## config.mk

```make
export PLATFORM = sky130hd
export DESIGN_NAME = nest_irq_ctrl
export DESIGN_NICKNAME = d
export VERILOG_FILES = /design/src/rtl/nic_pkg.sv /design/src/rtl/nic_arbiter.sv /design/src/rtl/nic_stack.sv /design/src/rtl/nic_vec_ram.sv /design/src/rtl/nest_irq_ctrl.sv
export SDC_FILE = /design/constraint.sdc
export NUM_CORES = 2
export LEC_CHECK = 0
export BUFFER_PORTS_ARGS = -buffer_cell sky130_fd_sc_hd__buf_2
export CAP_MARGIN = 0
export CORE_MARGIN = 2
export CORE_UTILIZATION = 59
export CTS_BUF_LIST = sky130_fd_sc_hd__clkbuf_8
export DETAILED_ROUTE_END_ITERATION = 6
export GPL_TIMING_DRIVEN = 0
export PLACE_DENSITY = 0.79
export SYNTH_ARGS = -nofsm -noshare
export SYNTH_HDL_FRONTEND = slang
export SYNTH_SLANG_ARGS = --single-unit
```

## constraint.sdc

```tcl
create_clock -name clk -period 43.8 [get_ports clk]
set_input_delay 2.19 -clock clk [delete_from_list [all_inputs] [get_ports clk]]
set_output_delay 2.19 -clock clk [all_outputs]
set_load 0.05 [all_outputs]
```

## src/rtl/nic_pkg.sv

```systemverilog
package nic_pkg;
  localparam int OFF_EN_SET  = 0;
  localparam int OFF_EN_CLR  = 1;
  localparam int OFF_VEC_RD  = 2;
  localparam int OFF_EOI     = 3;
  localparam int OFF_CUR     = 4;
  localparam int OFF_DEFVEC  = 5;
  localparam int OFF_EN_MASK = 6;

  typedef enum logic [1:0] {
    REG_MODE = 2'd0,
    REG_VEC  = 2'd1,
    REG_CTRL = 2'd2,
    REG_NONE = 2'd3
  } region_e;
endpackage

```

## src/rtl/nic_arbiter.sv

```systemverilog
module nic_arbiter #(
  parameter int NSRC   = 32,
  parameter int PRIO_W = 3,
  localparam int IDX_W = $clog2(NSRC)
) (
  input  logic [NSRC-1:0]        req,
  input  logic [NSRC*PRIO_W-1:0] prio_flat,
  output logic                   win_valid,
  output logic [IDX_W-1:0]       win_idx,
  output logic [PRIO_W-1:0]      win_prio
);
  // Scan downward: ">=" lets a lower index win a tie.
  always_comb begin
    win_valid = 1'b0;
    win_idx   = '0;
    win_prio  = '0;
    for (int i = NSRC - 1; i >= 1; i--) begin
      if (req[i] && (!win_valid || prio_flat[i*PRIO_W +: PRIO_W] >= win_prio)) begin
        win_valid = 1'b1;
        win_idx   = IDX_W'(i);
        win_prio  = prio_flat[i*PRIO_W +: PRIO_W];
      end
    end
  end
endmodule

```

## src/rtl/nic_stack.sv

```systemverilog
module nic_stack #(
  parameter int DEPTH  = 8,
  parameter int SRC_W  = 5,
  parameter int PRIO_W = 3,
  localparam int PTR_W = $clog2(DEPTH),
  localparam int CNT_W = $clog2(DEPTH + 1)
) (
  input  logic              clk,
  input  logic              rst,
  input  logic              push,
  input  logic              pop,
  input  logic [SRC_W-1:0]  push_src,
  input  logic [PRIO_W-1:0] push_prio,
  output logic [SRC_W-1:0]  cur_src,
  output logic [PRIO_W-1:0] cur_prio,
  output logic              idle
);
  typedef struct packed {
    logic [SRC_W-1:0]  src;
    logic [PRIO_W-1:0] prio;
  } ctx_t;

  ctx_t             mem [DEPTH];
  logic [CNT_W-1:0] cnt;
  logic [CNT_W-1:0] top_ptr;

  assign top_ptr  = cnt - 1'b1;
  assign idle     = (cnt == '0);
  assign cur_src  = idle ? '0 : mem[top_ptr[PTR_W-1:0]].src;
  assign cur_prio = idle ? '0 : mem[top_ptr[PTR_W-1:0]].prio;

  always_ff @(posedge clk) begin
    if (push) mem[cnt[PTR_W-1:0]] <= '{src: push_src, prio: push_prio};
  end

  always_ff @(posedge clk) begin
    if (rst)       cnt <= '0;
    else if (push) cnt <= cnt + 1'b1;
    else if (pop)  cnt <= cnt - 1'b1;
  end

  assert_no_overflow_R8: assert property (@(posedge clk) disable iff (rst)
    push |-> cnt < CNT_W'(DEPTH));
  assert_no_underflow_R10: assert property (@(posedge clk) disable iff (rst)
    pop |-> cnt != '0);
  assert_nest_rises_R8: assert property (@(posedge clk) disable iff (rst)
    (push && !idle) |=> cur_prio > $past(cur_prio));
endmodule

```

## src/rtl/nic_vec_ram.sv

```systemverilog
module nic_vec_ram #(
  parameter int DEPTH = 32,
  parameter int W     = 32,
  localparam int AW   = $clog2(DEPTH)
) (
  input  logic          clk,
  input  logic          we,
  input  logic [AW-1:0] waddr,
  input  logic [W-1:0]  wdata,
  input  logic [AW-1:0] raddr,
  output logic [W-1:0]  rdata
);
  logic [W-1:0] mem [DEPTH];

  always_ff @(posedge clk) begin
    if (we) mem[waddr] <= wdata;
    rdata <= mem[raddr];
  end
endmodule

```

## src/rtl/nest_irq_ctrl.sv

```systemverilog
module nest_irq_ctrl #(
  parameter int NSRC        = 32,
  parameter int PRIO_W      = 3,
  parameter int STACK_DEPTH = 8,
  parameter int DATA_W      = 32,
  localparam int IDX_W      = $clog2(NSRC),
  localparam int ADDR_W     = IDX_W + 2
) (
  input  logic              clk,
  input  logic              rst,
  input  logic [NSRC-1:0]   src_pend,
  input  logic              reg_valid,
  input  logic              reg_write,
  input  logic [ADDR_W-1:0] reg_addr,
  input  logic [DATA_W-1:0] reg_wdata,
  output logic [DATA_W-1:0] reg_rdata,
  output logic              irq
);
  import nic_pkg::*;

  logic [PRIO_W-1:0]      prio_q [NSRC];
  logic [NSRC*PRIO_W-1:0] prio_flat;
  logic [NSRC-1:0]        en_q;
  logic [DATA_W-1:0]      defvec_q;
  logic [NSRC-1:0]        qual;
  logic                   win_valid;
  logic [IDX_W-1:0]       win_idx;
  logic [PRIO_W-1:0]      win_prio;
  logic [IDX_W-1:0]       cur_src;
  logic [PRIO_W-1:0]      cur_prio;
  logic                   idle;
  logic                   irq_q;
  logic [DATA_W-1:0]      ram_q;
  logic [DATA_W-1:0]      rdata_q;
  logic                   rsel_ram_q;

  region_e          region;
  logic [IDX_W-1:0] sub;
  logic             wr, rd, ctl_wr, ctl_rd, rd_vec, push, pop;

  assign region = region_e'(reg_addr[ADDR_W-1 -: 2]);
  assign sub    = reg_addr[IDX_W-1:0];
  assign wr     = reg_valid && reg_write;
  assign rd     = reg_valid && !reg_write;
  assign ctl_wr = wr && region == REG_CTRL;
  assign ctl_rd = rd && region == REG_CTRL;
  assign rd_vec = ctl_rd && sub == IDX_W'(OFF_VEC_RD);
  assign push   = rd_vec && win_valid;
  assign pop    = ctl_wr && sub == IDX_W'(OFF_EOI) && !idle;

  // A source qualifies when enabled, pending and above the level in service.
  generate
    for (genvar i = 0; i < NSRC; i++) begin : g_src
      assign prio_flat[i*PRIO_W +: PRIO_W] = prio_q[i];
      if (i == 0) begin : g_unused
        assign qual[i] = 1'b0;
      end else begin : g_live
        assign qual[i] = en_q[i] && src_pend[i] && (idle || prio_q[i] > cur_prio);
      end
    end
  endgenerate

  nic_arbiter #(.NSRC(NSRC), .PRIO_W(PRIO_W)) u_arb (
    .req(qual), .prio_flat(prio_flat),
    .win_valid(win_valid), .win_idx(win_idx), .win_prio(win_prio)
  );

  nic_stack #(.DEPTH(STACK_DEPTH), .SRC_W(IDX_W), .PRIO_W(PRIO_W)) u_stk (
    .clk(clk), .rst(rst), .push(push), .pop(pop),
    .push_src(win_idx), .push_prio(win_prio),
    .cur_src(cur_src), .cur_prio(cur_prio), .idle(idle)
  );

  nic_vec_ram #(.DEPTH(NSRC), .W(DATA_W)) u_vec (
    .clk(clk), .we(wr && region == REG_VEC), .waddr(sub), .wdata(reg_wdata),
    .raddr(rd_vec ? win_idx : sub), .rdata(ram_q)
  );

  always_ff @(posedge clk) begin
    if (rst) begin
      for (int i = 0; i < NSRC; i++) prio_q[i] <= '0;
    end else if (wr && region == REG_MODE) begin
      prio_q[sub] <= reg_wdata[PRIO_W-1:0];
    end
  end

  always_ff @(posedge clk) begin
    if (rst) begin
      en_q     <= '0;
      defvec_q <= '0;
    end else if (ctl_wr) begin
      case (int'(sub))
        OFF_EN_SET: en_q     <= (en_q | reg_wdata[NSRC-1:0]) & ~NSRC'(1);
        OFF_EN_CLR: en_q     <= en_q & ~reg_wdata[NSRC-1:0];
        OFF_DEFVEC: defvec_q <= reg_wdata;
        default: ;
      endcase
    end
  end

  always_ff @(posedge clk) begin
    if (rst) begin
      rsel_ram_q <= 1'b0;
      rdata_q    <= '0;
      irq_q      <= 1'b0;
    end else begin
      irq_q      <= |qual;
      rsel_ram_q <= push || (rd && region == REG_VEC);
      rdata_q    <= '0;
      if (rd && region == REG_MODE) begin
        rdata_q <= DATA_W'(prio_q[sub]);
      end else if (ctl_rd) begin
        case (int'(sub))
          OFF_VEC_RD:  rdata_q <= defvec_q;
          OFF_CUR:     rdata_q <= DATA_W'({idle, cur_prio, cur_src});
          OFF_DEFVEC:  rdata_q <= defvec_q;
          OFF_EN_MASK: rdata_q <= DATA_W'(en_q);
          default: ;
        endcase
      end
    end
  end

  assign reg_rdata = rsel_ram_q ? ram_q : rdata_q;
  assign irq       = irq_q;

  assert_win_above_cur_R2: assert property (@(posedge clk) disable iff (rst)
    push |-> (idle || win_prio > cur_prio));
  assert_win_enabled_R3: assert property (@(posedge clk) disable iff (rst)
    win_valid |-> (en_q[win_idx] && src_pend[win_idx] && win_idx != '0));
  assert_eoi_idle_R10: assert property (@(posedge clk) disable iff (rst)
    (ctl_wr && sub == IDX_W'(OFF_EOI) && idle) |=> idle);
  assert_pop_restores_R7: assert property (@(posedge clk) disable iff (rst)
    pop |=> (idle || cur_prio < $past(cur_prio)));
endmodule

```

# --- Yosys cells after proc, flatten, opt, wreduce, memory -nomap -nowiden ---
# Memory sizes are Yosys's and may differ from the RTL's. A register that Yosys moved wholly into a read port is not among the register bits.
# Index checks and enable logic that the tools add are counted.
totals:
  word_cells: 409
  inputBits: 75
  out_inout_bits: 33
  ramBits: 1184
  mem_count: 3
  register_bits: 102
mem_list:
  columns: ["name", "words", "width", "rd", "rd_ports_with_merged_regs", "write_ports", "line", "rtl"]
  rows:
  - ["u_vec.mem", 32, 32, 1, 1, 1, "nic_vec_ram.sv:13", "logic [W-1:0] mem [DEPTH];"]
  - ["prio_q", 32, 3, 32, 0, 32, "nest_irq_ctrl.sv:21", "logic [PRIO_W-1:0] prio_q [NSRC];"]
  - ["u_stk.mem", 8, 8, 1, 0, 1, "nic_stack.sv:23", "ctx_t mem [DEPTH];"]
op_classes:
  reduce_logical: 209
  addsub: 2
  n_lt_le_gt_ge: 61
  n_mux: 115
  eq_ne: 8
  bitwise: 4
ops:
  columns: ["operator", "count"]
  rows:
  - ["$mux 5", 34]
  - ["$mux 3", 35]
  - ["$logic_and 1x1->1", 104]
  - ["$pmux 32 s3", 1]
  - ["$gt 3x3->1", 31]
  - ["$ge 3x3->1", 30]
  - ["$pmux 32 s2", 1]
  - ["$logic_or 1x1->1", 62]
  - ["$mux 1", 41]
  - ["$and 32x32->32", 1]
  - ["$logic_not 1->1", 32]
  - ["$mux 32", 1]
  - ["$not 32->32", 1]
  - ["$or 32x32->32", 1]
  - ["$reduce_or 31->1", 1]
  - ["$eq 5x3->1 const B", 3]
  - ["$eq 5x2->1 const B", 2]
  - ["$mux 4", 2]
  - ["$reduce_or 3->1", 2]
  - ["$eq 5x1->1 const B", 1]
  - ["$logic_not 5->1", 1]
  - ["$add 4x1->4 const B", 1]
  - ["$logic_not 4->1", 1]
  - ["$reduce_and 2->1", 2]
  - ["7 further kinds", 8]

# --- Logic depth before layout (Yosys ltp) ---
# An unclocked memory read counts as a cell.
logic_depth:
  ltp_word: 130
  ltp_mapped: 240

# --- Modules after synthesis ---
# Synthesis repeated with hierarchy kept, for this count alone.
unflattened:
  hier_cells: 4253
  area_unflattened_um2: 59193.0
modules_own_cells:
  columns: ["module", "n_inst", "seq_area_each_um2", "cells_each", "area_per_inst_um2"]
  rows:
  - ["nic_vec_ram", 1, 31390.1, 2260, 40485.1]
  - ["nest_irq_ctrl", 1, 4844.6, 1095, 10955.5]
  - ["nic_arbiter", 1, 0.0, 745, 5022.3]
  - ["nic_stack", 1, 2001.9, 153, 2730.1]

# --- Worst setup path before layout ---
# Ideal clock, no wire load.
synth_timing:
  path_kind: "register -> register"
  startpoint: "reg u_stk.cnt[0]"
  endpoint: "reg u_vec.rdata[30] (read register of u_vec.mem)"
  arrival_time_ps: 44303
  synth_period_minus_slack_ps: 44391
  setup_time_ps: 88
  path_buffers: 13
  path_stages_with_launch: 223
  slack_ps: -591
  cell_sequence: "dfxtp_1 buf_1 inv_1 ha_1 clkbuf_1 clkbuf_1 mux4_2 mux2i_1 nor2_1 ha_1 and3_1 a21oi_1 o211a_1 clkbuf_1 nand2_1 ha_1 a21o_1 a21oi_1 [... 187 more ...] o31a_1 clkbuf_1 o21a_1 ha_1 nand2b_1 a21oi_1 nor2b_1 o31a_1 nor3_1 inv_1 a311oi_4 or2_1 buf_4 buf_6 buf_6 mux4_2 o2bb2ai_1 nor4_2"
synth_via:
  elab_chain_cells: 128
  word_cells_on_any_way: 309
  cone_classes: "add/sub (1); order compare (61); mux (93); reduce/logical (153); memory (1)"
synth_rtl:
  columns: ["element", "line", "rtl"]
  rows:
  - ["start: declaration", "nic_stack.sv:24", "logic [CNT_W-1:0] cnt;"]
  - ["start signal: assignment", "nic_stack.sv:38", "else if (push) cnt <= cnt + 1'b1;"]
  - ["start signal: assignment", "nic_stack.sv:39", "else if (pop) cnt <= cnt - 1'b1;"]
  - ["$sub 4x1->4", null, null]
  - ["$mem_v2 8x8", null, null]
  - ["$mux 3", "nic_stack.sv:30", "assign cur_prio = idle ? '0 : mem[top_ptr[PTR_W-1:0]].prio;"]
  - ["$gt 3x3->1", "nest_irq_ctrl.sv:58", "assign qual[i] = en_q[i] && src_pend[i] && (idle || prio_q[i] > cur_prio);"]
  - ["$logic_or 1x1->1", "nest_irq_ctrl.sv:58", null]
  - ["$logic_and 1x1->1", "nest_irq_ctrl.sv:58", null]
  - ["$mux 3 / $mux 1 (equally long branches)", "nic_arbiter.sv:18", "if (req[i] && (!win_valid || prio_flat[i*PRIO_W +: PRIO_W] >= win_prio)) begin"]
  - ["$ge 3x3->1 / $logic_not 1->1 (equally long branches)", "nic_arbiter.sv:18", null]
  - ["[... 112 more ...]", null, null]
  - ["$logic_or 1x1->1", "nic_arbiter.sv:18", null]
  - ["$logic_and 1x1->1", "nic_arbiter.sv:18", null]
  - ["$mux 3 / $mux 1 (equally long branches)", "nic_arbiter.sv:18", null]
  - ["$ge 3x3->1 / $logic_not 1->1 (equally long branches)", "nic_arbiter.sv:18", null]
  - ["$logic_or 1x1->1", "nic_arbiter.sv:18", null]
  - ["$logic_and 1x1->1", "nic_arbiter.sv:18", null]
  - ["$mux 5 (*)", "nic_arbiter.sv:18", null]
  - ["$mux 5 (*)", "nest_irq_ctrl.sv:76", ".raddr(rd_vec ? win_idx : sub), .rdata(ram_q)"]
  - ["end: declaration", "nic_vec_ram.sv:11", "output logic [W-1:0] rdata"]
# Mark *: on every way between the ends. The rest lies on a longest branch, timed or not.
# A chain may end at the register's enable or synchronous reset.

# --- Worst setup path after layout ---
layout_timing:
  startpoint: "reg u_stk.cnt[0]"
  endpoint: "reg u_vec.rdata[19] (read register of u_vec.mem)"
# Same word-level chain as after synthesis.

==> results.md <==
- Leak: 25.4 nW
- Most frequent cell after synthesis: edfxtp_1
- Share of post-route cells with drive strength above 1: 22.1%
- Post-layout min period: 43.26 ns
- Grt met1 use: 46.8%
- Die Ht: 321 um
- CP Launch Type: flop
- First-pass GRT wire length: 253000 um
- Post-Synthesis Cells: 4159
- Worst hold path depth: 2
- Setup TNS: 0 ns
- Mapped Nets: 4398
- Area growth from synthesis to layout: 16.4%
- Final non-filler cell total: 6077
- Critical Path Most Common Cell: ha_1
- Rel. slew slack: 17.0%
- Mapped cell area: 59400 um2
- Initial antenna violation count: 13
- Clock-pin slew on the worst setup and hold paths: 0.07 ns
- Max Clock Freq: 23.1 MHz
- Clk_lat worst skew: 0.92 ns
- Placed insts: 5597
- DRC violations left: 6
- Reg2reg end: u_vec.rdata[19]
- Slowest-stage cell, CP: or4_4
- Sink Count: 1318
- CP max stage delay: 0.43 ns
- Max Cap Viol: 0
- Top Usage Layer GRT: met2
- Family with the most delay on the worst path: compound AO/OA/AOI/OAI gates
- CP Launch Point: u_stk.cnt[0]
- Grt met3 use: 10.6%
- Cell variety after synth: 100
- Final WS setup: 0.537 ns
- Inserted Clock Buffers: 195
- All-Layer GR Usage: 33.7%
- Number of synthesized flops with an enable pin: 1184
- Setup violators final: 0
- Worst-path maximum fanout: 10
- Die Wd: 321 um
- Gr ovfl total: 0
- Largest net degree at the start of global routing: 41
- Failing checks: design-rule violations
- Crit path DAT: 44.02 ns
- HP Class: flop to flop
- Starting Density: 59.4%
- First-pass iteration count of the detailed router: 7
- Warnings, synthesis: 0
- Ys async rst share: 0%
- Final hold vios: 0
- Pwr/cell area: 36.1 nW/um2
- Reg2reg setup slack: 0.54 ns
- Drt initial violations: 6398
- PortBufs: 105
- Top cell type's share of synthesized area: 59.9%
- Die Area: 103000 um2
- Adder-cell share of the synthesized area: 3.57%
- Max-slew violations: 0
- Worst path bufs/invs: 12
- Setup WS pre-CTS: -7.95 ns
- CTS H-tree depth: 4
- Setup crit end kind: flop
- Count of state elements after synthesis: 1318
- Worst Skew: 0.0577 ns
- Vias in the first global route: 38900
- Via density: 6.79
- Placer Congestion: 0.983
- Crit Path Class: flop to flop
- Tot Pwr: 0.00249 W
- Post-synth top cells: edfxtp_1 (1184), mux2i_1 (493), nand2_1 (300)
- Post-synthesis simple-gate area fraction: 8.11%
- Root Driver: clkbuf_8
- Peak VDD IR: 0.0000361 V
- Ranking of synthesized cells by area: edfxtp_1 (60%), mux2i_1 (8.3%), dfxtp_1 (4.5%)
- Tcrit/Tclk final: 98.8%
- Least-Margin Pin Slew: 1.23 ns
- Drt wl/cell: 29.5 um
- Worst r2r src: u_stk.cnt[0]
- Top cell type by total area after synthesis: edfxtp_1
- Synth Area in XOR/XNOR: 0.0590%
- CP required: 44.55 ns
- Worst Hold Path EP: defvec_q[10]
- Largest family of logic cells by synthesized area: multiplexers
- Compound-Gate Fraction of Synth Area: 9.33%
- Top Ports: 108
- HPWL Detailed: 120000 um
- Mux cell area share after synthesis: 12.1%
- Met2 Use GR: 49.8%
- Register area share after synthesis: 64.4%
- CTS Buffer Depth: 3
- R2r worst-path depth: 223
- Worst hold path startpoint: defvec_q[10]
- Final Routed Wirelength: 179000 um
- Fin nets: 4846
- Top_reg_cell synth: edfxtp_1
- Layout Utilization: 69.1%
- Routed vias: 41300
- Status: complete, but fails checks
- Core area: 100000 um2
- Cell Rows: 116
- Average size of a mapped cell: 14.3 um2
- Number of routed nets with antenna violations: 0
- CTS tree: done
## worst max-delay path by stage
stage / endpoint / slack (ns) / cells after the start
after CTS: u_vec.rdata[28] / 0.001 / 221
after floorplan: u_vec.rdata[30] / 0.15 / 222
after detailed placement: u_vec.rdata[28] / -7.95 / 224
after global placement: u_vec.rdata[17] / -7.25 / 224
final: u_vec.rdata[19] / 0.54 / 223
after global routing: u_vec.rdata[13] / -1.03 / 222
## through the flow
step | hold slack [ns] | area [um2]
3_3_place_gp | 0.440 | 61600
4_1_cts | 0.454 | 67600
6_report | 0.455 | 69100
2_1_floorplan | 0.436 | 59400
3_5_place_dp | 0.446 | 62500
5_1_grt | 0.470 | 69100
## layout by cell type (no fill, tap or decap), types with 68 or more instances in the layout
| cell | netlist | final |
|---|---|---|
| dfxtp_1 | 134 | 132 |
| and3_1 | 111 | 109 |
| a21oi_1 | 185 | 160 |
| mux2i_1 | 493 | 483 |
| mux4_2 | 72 | 72 |
| buf_4 | 36 | 129 |
| nand2_1 | 300 | 288 |
| buf_2 | 53 | 131 |
| clkbuf_8 | 0 | 210 |
| ha_1 | 164 | 154 |
| a211oi_1 | 70 | 68 |
| edfxtp_1 | 1184 | 1184 |
| clkbuf_1 | 127 | 99 |
| nor2_1 | 145 | 103 |
| nand3_1 | 105 | 103 |
| inv_1 | 81 | 163 |
## worst reg2reg max path, delay by kind of cell, from the launching register on
family / cells / cell delay (ns)
flops: 1 / 0.39
simple gates: 78 / 11.28
mux: 15 / 4.56
compound gates: 79 / 14.42
fa+ha+maj: 39 / 10.78
buf+inv: 12 / 1.68
## power breakdown
group	total, W	switching (W)	internal [W]
Sequential	0.00139	0.0000124	0.00138
Combinational	0.000175	0.000114	0.0000604
Clock	0.000929	0.000482	0.000446
Total	0.00249	0.000609	0.00189
## sequential cells by signal, summed over array words and instances (netlist names), named ones only
signal	cells
u_vec.mem	1024
prio_q	96
u_stk.mem	64
defvec_q	32
rdata_q	32
u_vec.rdata	32
u_stk.cnt	4
en_q	1
irq	1
rsel_ram_q	1
## cell type report
type	instances	area, um2
sequential	1318	38200
fill	6296	30900
multi-input combinational	2526	21600
clock buffer	210	2890
timing repair buffer	258	2190
tap	1298	1620
buffer	227	1530
clock inverter	150	721
inverter	81	312
antenna	9	22.5
## what timing repair did
item | 4_1_cts | 5_1_grt
buffers inserted | 45 | 72
hold buffers | 0 | 0
endpoints found under the setup margin | 96 | 96
gates cloned | 4 | 0
pin swaps | 55 | 91
resized for setup | 239 | 239
## cells by family after synthesis
kind of cell / count (synthesis)
adders and majority gates: 171
DFF: 1318
AOI/OAI and AO/OA: 784
buffers and inverters: 318
and+or+nand+nor: 944
muxes: 620
xor gates and xnor gates: 4
## routing by layer
layer  part of all wire (%)  vias to the layer above
li1                       -                    17300
met1                     37                    20200
met2                     44                     3238
met3                     14                      521
met4                    4.4                       10
met5                  0.037                        -
Power figures use the tool's default switching activity.
